### config.mk
export PLATFORM = sky130hd
export DESIGN_NAME = busclk_unit
export DESIGN_NICKNAME = d
export VERILOG_FILES = /design/src/rtl/busclk_pkg.sv /design/src/rtl/busclk_ctrl.sv /design/src/rtl/busclk_divider.sv /design/src/rtl/busclk_datapath.sv /design/src/rtl/busclk_unit.sv
export SDC_FILE = /design/constraint.sdc
export NUM_CORES = 1
export LEC_CHECK = 0
export CAP_MARGIN = 20
export CORE_MARGIN = 2
export CORE_UTILIZATION = 65
export CTS_CLUSTER_SIZE = 12
export DETAILED_ROUTE_END_ITERATION = 8
export DONT_BUFFER_PORTS = 1
export PLACE_DENSITY = 0.84
export SLEW_MARGIN = 40
export SYNTH_ARGS = -nofsm -noshare
export SYNTH_HDL_FRONTEND = slang
export SYNTH_SLANG_ARGS = --single-unit
### constraint.sdc
create_clock -name clk -period 7.6 [get_ports clk]
set_input_delay 0.76 -clock clk [delete_from_list [all_inputs] [get_ports clk]]
set_output_delay 0.76 -clock clk [all_outputs]
set_load 0.05 [all_outputs]
### src/rtl/busclk_pkg.sv
package busclk_pkg;
  localparam int NUM_BUS = 3;
  localparam int CODE_W  = 3;
  localparam int BUS_W   = 2;
  localparam int NUM_DOM = NUM_BUS + 1;

  typedef enum logic [2:0] {
    OP_CPU_DIV = 3'd0,
    OP_BUS_DIV = 3'd1,
    OP_BUS_SET = 3'd2,
    OP_BUS_CLR = 3'd3,
    OP_HS_SET  = 3'd4,
    OP_HS_CLR  = 3'd5
  } wr_op_e;

  typedef struct packed {
    logic               cpuDivLd;
    logic [NUM_BUS-1:0] busDivLd;
    logic [NUM_BUS-1:0] busSet;
    logic [NUM_BUS-1:0] busClr;
    logic               hsSet;
    logic               hsClr;
  } strobe_t;
endpackage

### src/rtl/busclk_ctrl.sv
module busclk_ctrl
  import busclk_pkg::*;
(
  input  logic             clk,
  input  logic             rstN,
  input  logic             wrEn,
  input  logic [2:0]       wrOp,
  input  logic [BUS_W-1:0] wrBus,
  output strobe_t          strobe,
  output logic             wrErr
);
  logic busOp;
  logic busOk;
  logic badWr;

  assign busOp = (wrOp == OP_BUS_DIV) || (wrOp == OP_BUS_SET) || (wrOp == OP_BUS_CLR);
  assign busOk = wrBus < BUS_W'(NUM_BUS);
  assign badWr = wrEn && ((busOp && !busOk) || (wrOp > OP_HS_CLR));

  always_comb begin
    strobe = '0;
    strobe.cpuDivLd = wrEn && (wrOp == OP_CPU_DIV);
    strobe.hsSet    = wrEn && (wrOp == OP_HS_SET);
    strobe.hsClr    = wrEn && (wrOp == OP_HS_CLR);
    for (int b = 0; b < NUM_BUS; b++) begin
      strobe.busDivLd[b] = wrEn && (wrOp == OP_BUS_DIV) && (wrBus == BUS_W'(b));
      strobe.busSet[b]   = wrEn && (wrOp == OP_BUS_SET) && (wrBus == BUS_W'(b));
      strobe.busClr[b]   = wrEn && (wrOp == OP_BUS_CLR) && (wrBus == BUS_W'(b));
    end
  end

  always_ff @(posedge clk or negedge rstN) begin
    if (!rstN) wrErr <= 1'b0;
    else       wrErr <= badWr;
  end

  assert_one_target_R7: assert property (@(posedge clk) disable iff (!rstN)
    $onehot0(strobe) && !(badWr && (strobe != '0)));
endmodule

### src/rtl/busclk_divider.sv
module busclk_divider #(
  parameter int CODE_W = 3
) (
  input  logic              clk,
  input  logic              rstN,
  input  logic              ldEn,
  input  logic [CODE_W-1:0] ldCode,
  output logic              tick
);
  localparam int CNT_W = (1 << CODE_W) - 1;

  logic [CODE_W-1:0] curCode;
  logic [CODE_W-1:0] pendCode;
  logic [CNT_W-1:0]  cnt;
  logic [CNT_W-1:0]  lim;

  assign lim  = CNT_W'((32'd1 << curCode) - 32'd1);
  assign tick = (cnt == lim);

  always_ff @(posedge clk or negedge rstN) begin
    if (!rstN) begin
      cnt      <= '0;
      curCode  <= '0;
      pendCode <= '0;
    end else begin
      if (tick) begin
        cnt     <= '0;
        curCode <= pendCode;
      end else begin
        cnt <= cnt + CNT_W'(1);
      end
      if (ldEn) pendCode <= ldCode;
    end
  end

  assert_code_at_terminal_R8: assert property (@(posedge clk) disable iff (!rstN)
    !tick |=> $stable(curCode));
  assert_div1_every_cycle_R3: assert property (@(posedge clk) disable iff (!rstN)
    (curCode == '0) |-> tick);
endmodule

### src/rtl/busclk_datapath.sv
module busclk_datapath
  import busclk_pkg::*;
#(
  parameter int HS_MODS = 8,
  parameter int PB_MODS = 8,
  parameter int DATA_W  = 8
) (
  input  logic                       clk,
  input  logic                       rstN,
  input  strobe_t                    strobe,
  input  logic [DATA_W-1:0]          wrData,
  output logic                       cpuEn,
  output logic [NUM_BUS-1:0]         busEn,
  output logic [HS_MODS-1:0]         hsModEn,
  output logic [NUM_BUS*PB_MODS-1:0] pbModEn,
  output logic [HS_MODS-1:0]         hsMask,
  output logic [NUM_BUS*PB_MODS-1:0] pbMask
);
  logic [NUM_DOM-1:0] ldVec;
  logic [NUM_DOM-1:0] tickVec;
  logic [HS_MODS-1:0] hsData;
  logic [PB_MODS-1:0] pbData;

  assign ldVec  = {strobe.busDivLd, strobe.cpuDivLd};
  assign hsData = wrData[HS_MODS-1:0];
  assign pbData = wrData[PB_MODS-1:0];

  for (genvar d = 0; d < NUM_DOM; d++) begin : g_dom
    busclk_divider #(.CODE_W(CODE_W)) u_div (
      .clk    (clk),
      .rstN   (rstN),
      .ldEn   (ldVec[d]),
      .ldCode (wrData[CODE_W-1:0]),
      .tick   (tickVec[d])
    );
  end

  assign cpuEn = tickVec[0];
  assign busEn = tickVec[NUM_DOM-1:1];

  always_ff @(posedge clk or negedge rstN) begin
    if (!rstN)             hsMask <= '1;
    else if (strobe.hsSet) hsMask <= hsMask | hsData;
    else if (strobe.hsClr) hsMask <= hsMask & ~hsData;
  end
  assign hsModEn = hsMask & {HS_MODS{cpuEn}};

  for (genvar b = 0; b < NUM_BUS; b++) begin : g_bus
    always_ff @(posedge clk or negedge rstN) begin
      if (!rstN)                 pbMask[b*PB_MODS +: PB_MODS] <= '1;
      else if (strobe.busSet[b]) pbMask[b*PB_MODS +: PB_MODS] <= pbMask[b*PB_MODS +: PB_MODS] | pbData;
      else if (strobe.busClr[b]) pbMask[b*PB_MODS +: PB_MODS] <= pbMask[b*PB_MODS +: PB_MODS] & ~pbData;
    end
    assign pbModEn[b*PB_MODS +: PB_MODS] = pbMask[b*PB_MODS +: PB_MODS] & {PB_MODS{busEn[b]}};

    assert_bus_set_R4: assert property (@(posedge clk) disable iff (!rstN)
      strobe.busSet[b] |=> ((pbMask[b*PB_MODS +: PB_MODS] & $past(pbData)) == $past(pbData)));
    assert_bus_clr_R5: assert property (@(posedge clk) disable iff (!rstN)
      strobe.busClr[b] |=> ((pbMask[b*PB_MODS +: PB_MODS] & $past(pbData)) == '0));
  end

  assert_hs_set_R4: assert property (@(posedge clk) disable iff (!rstN)
    strobe.hsSet |=> ((hsMask & $past(hsData)) == $past(hsData)));
  assert_hs_clr_R5: assert property (@(posedge clk) disable iff (!rstN)
    strobe.hsClr |=> ((hsMask & $past(hsData)) == '0));
endmodule

### src/rtl/busclk_unit.sv
module busclk_unit
  import busclk_pkg::*;
#(
  parameter int HS_MODS = 8,
  parameter int PB_MODS = 8,
  parameter int DATA_W  = (HS_MODS > PB_MODS) ? HS_MODS : PB_MODS
) (
  input  logic                       clk,
  input  logic                       rstN,
  input  logic                       wrEn,
  input  logic [2:0]                 wrOp,
  input  logic [1:0]                 wrBus,
  input  logic [DATA_W-1:0]          wrData,
  output logic                       wrErr,
  output logic                       cpuEn,
  output logic [2:0]                 busEn,
  output logic [HS_MODS-1:0]         hsModEn,
  output logic [3*PB_MODS-1:0]       pbModEn
);
  strobe_t                    strobe;
  logic [HS_MODS-1:0]         hsMask;
  logic [NUM_BUS*PB_MODS-1:0] pbMask;

  busclk_ctrl u_ctrl (
    .clk    (clk),
    .rstN   (rstN),
    .wrEn   (wrEn),
    .wrOp   (wrOp),
    .wrBus  (wrBus),
    .strobe (strobe),
    .wrErr  (wrErr)
  );

  busclk_datapath #(
    .HS_MODS (HS_MODS),
    .PB_MODS (PB_MODS),
    .DATA_W  (DATA_W)
  ) u_dp (
    .clk     (clk),
    .rstN    (rstN),
    .strobe  (strobe),
    .wrData  (wrData),
    .cpuEn   (cpuEn),
    .busEn   (busEn),
    .hsModEn (hsModEn),
    .pbModEn (pbModEn),
    .hsMask  (hsMask),
    .pbMask  (pbMask)
  );

  assert_invalid_no_change_R7: assert property (@(posedge clk) disable iff (!rstN)
    wrErr |-> ((hsMask == $past(hsMask)) && (pbMask == $past(pbMask))));
endmodule

==> flow_summary.yaml <==
placement:
  place_hpwl_um: 6070
  portBuffers: 0
  place_congestion: 0.830
sta:
  fin_crit_ps: 4390
  setup_tns_ps: 0
  fin_crit_sh_pct: 57.7
  rsz0062_at_grt: "false"
  maxSlewHeadroom_pct: 60.3
  fmax_ghz: 0.228
  hold_viol: 0
  hold_ws_ps: 85.4
  fin_skew_ps: 5.61
  setup_viol: 0
  drv_slew: 0
  tightestPinTransition_ps: 593
clocking:
  cts_buffer_depth: 2
  cts-root-buf: "clkbuf_8"
  cts_buffers: 9
  htreeDepth: 3
  cts.reportedPaths.clkPinSlew_ps: 80
  cts_tree: "done"
  holdBufCountCts: 0
  cts_setup_buffers: 0
  postCtsResizedCells: 0
  clock_latency_ps: 360
  clkSinkCount: 85
floorplan:
  die_area_um2: 7780
  boundaryPins: 53
  start_util_pct: 67.4
  core-area_um2: 6830
  dieHeight_um: 88.2
  rows: 30
  die_w_um: 88.2
logic_synthesis:
  synth_area_per_cell_um2: 9.78
  synth_fp_nets: 495
  yosysTopAreaCell: "dfrtp_1"
  synth-edff-count: 0
  ys_warn_count: 0
  synth_common_cells: "nand2_1 (64), dfrtp_1 (53), nor2_1 (40), dfstp_2 (32), and2_1 (30)"
  synth_top_flop_cell: "dfrtp_1"
  synth_top_area_share_pct: 28.8
  yosysMostFrequentCell: "nand2_1"
  yosys_register_bits: 85
  netlist_area_um2: 4610
  ys_types: 51
  async_reset_ff_share_pct: 100
  synth_area_leaders: "dfrtp_1 (29%), dfstp_2 (18%), mux2_2 (5.9%), nand2_1 (5.2%), xnor2_1 (4.6%)"
  syn_inst: 471
  ys_seq_area_share_pct: 47.0
worst_setup_path:
  path_class: "reg -> out"
  cp_slowest_stage_delay_ps: 680
  cp.required_ps: 6840
  worstSetupStartpointType: "flop"
  crit_path_end_kind: "output pin"
  crit_arrival_ps: 3630
  worst_path_max_delay_cell: "or4b_2"
  path_cells: "or3_1, ha_1, or4b_2, nand3_1, xor2_1, nor4_4, buf_4, and2_1"
  cp_max_fo: 14
flow_run:
  drv_cap: 0
drt:
  wl_per_cell_um: 16.0
  avgViaCountPerCell: 5.88
  wl_met1_um: 3890
  via_count: 3276
  highest_layer: "met4"
  wl_um: 8930
  ant_nets: 0
  met3RoutedLength_um: 566
  drtPass1Iterations: 4
  drt_iter0_markers: 191
  wl_met2_um: 4320
  drc_errors: 0
power:
  pwr_density_cell_nw_per_um2: 439
  peakVddDrop_uv: 247
  leakage_uw: 0.00200
global_routing:
  groute.usage.overall_pct: 25.1
  grt_pass1_wl_um: 14800
  grt_start_max_net_pins: 86
  antenna_found_initial: 0
  overflow: 0
  first_global_vias: 3151
hold_path:
  worst_hold_path_type: "in -> async"
run_status:
  status: "finished, final reports clean"
cells_and_area:
  area_growth_pct: 5.87
  num_antenna_cells: 0
  layout.nets: 480
  drive_above_1_share_pct: 20.0
  nFillCells: 510
## power breakdown
group | switching, uW | total (uW) | internal [uW]
clock | 154 | 381 | 227
sequential | 192 | 810 | 618
combinational | 538 | 952 | 414
## cell type report
| type | count | area, um2 | share of cell area, % |
|---|---|---|---|
| Multi-Input combinational cell | 350 | 2290 | 47.0 |
| Sequential cell | 85 | 2170 | 44.4 |
| Clock buffer | 12 | 145 | 2.98 |
| Tap cell | 96 | 120 | 2.46 |
| Clock inverter | 4 | 95.1 | 1.95 |
| Timing Repair Buffer | 5 | 37.5 | 0.770 |
| Inverter | 5 | 18.8 | 0.385 |
## path summary, 6_finish.rpt
check	depth (start not counted)	to	slack [ps]	start
min reg2reg	2	flop	470	flop
min in group clk	1	flop	460	wrData[4]
max in group asynchronous	0	asynchronous set/reset pin	7310	rstN
max reg2reg	8	u_dp.g_dom[1].u_div.cnt[3]	4610	u_dp.g_dom[1].u_div.curCode[2]
max	8	pbModEn[5]	3210	u_dp.g_dom[1].u_div.curCode[2]
min	0	u_dp.g_dom[1].u_div.cnt[2]	90	rstN
## critical path: cells and delay by family, from the launching register on
kind | cells | cell delay [ps]
simple gates | 5 | 2070
flops | 1 | 470
buf+inv | 1 | 350
fa+ha+maj | 1 | 280
xor+xnor | 1 | 100
## layout by cell type (no fill, tap or decap), types with 6 or more instances in the layout
master,n
a21oi_1,16
a31oi_1,9
and2_1,30
and3_1,8
clkbuf_8,10
dfrtp_1,53
dfstp_2,32
ha_1,8
mux2_2,24
nand2_1,64
nand3_1,11
nand3b_1,6
nor2_1,40
nor2b_1,7
o21ai_0,29
or3_1,6
xnor2_1,24
xor2_1,13
## through the flow
stage | setup slack (ps) | util [%] | total power (uW) | cells | instance area, um2
6_report | 3210 | 71.4 | 2140 | 557 | 4880
5_1_grt | 3040 | 71.4 | 2300 | 557 | 4880
4_1_cts | 3210 | 71.2 | 2150 | 557 | 4860
3_5_place_dp | 3610 | 67.7 | 1760 | 541 | 4620
3_3_place_gp | 3630 | 67.4 | 1700 | 540 | 4610
2_1_floorplan | 3830 | - | 1620 | 471 | 4610
## per-layer routing
layer,global-route usage [%],vias up
met5,0,-
met1,33.3,1610
li1,-,1572
met3,7.16,12
met2,40.2,82
met4,7.99,0
## kinds of logic after synthesis
logic type / count (synthesis) / synth area share, %
fa+ha+maj: 8 / 2.17
buf+inv: 36 / 3.80
mux: 26 / 6.30
flops: 85 / 47.0
compound gates: 71 / 9.48
simple gates: 208 / 24.2
xor+xnor: 37 / 7.03
No activity file was read; power rests on OpenSTA's default activity.
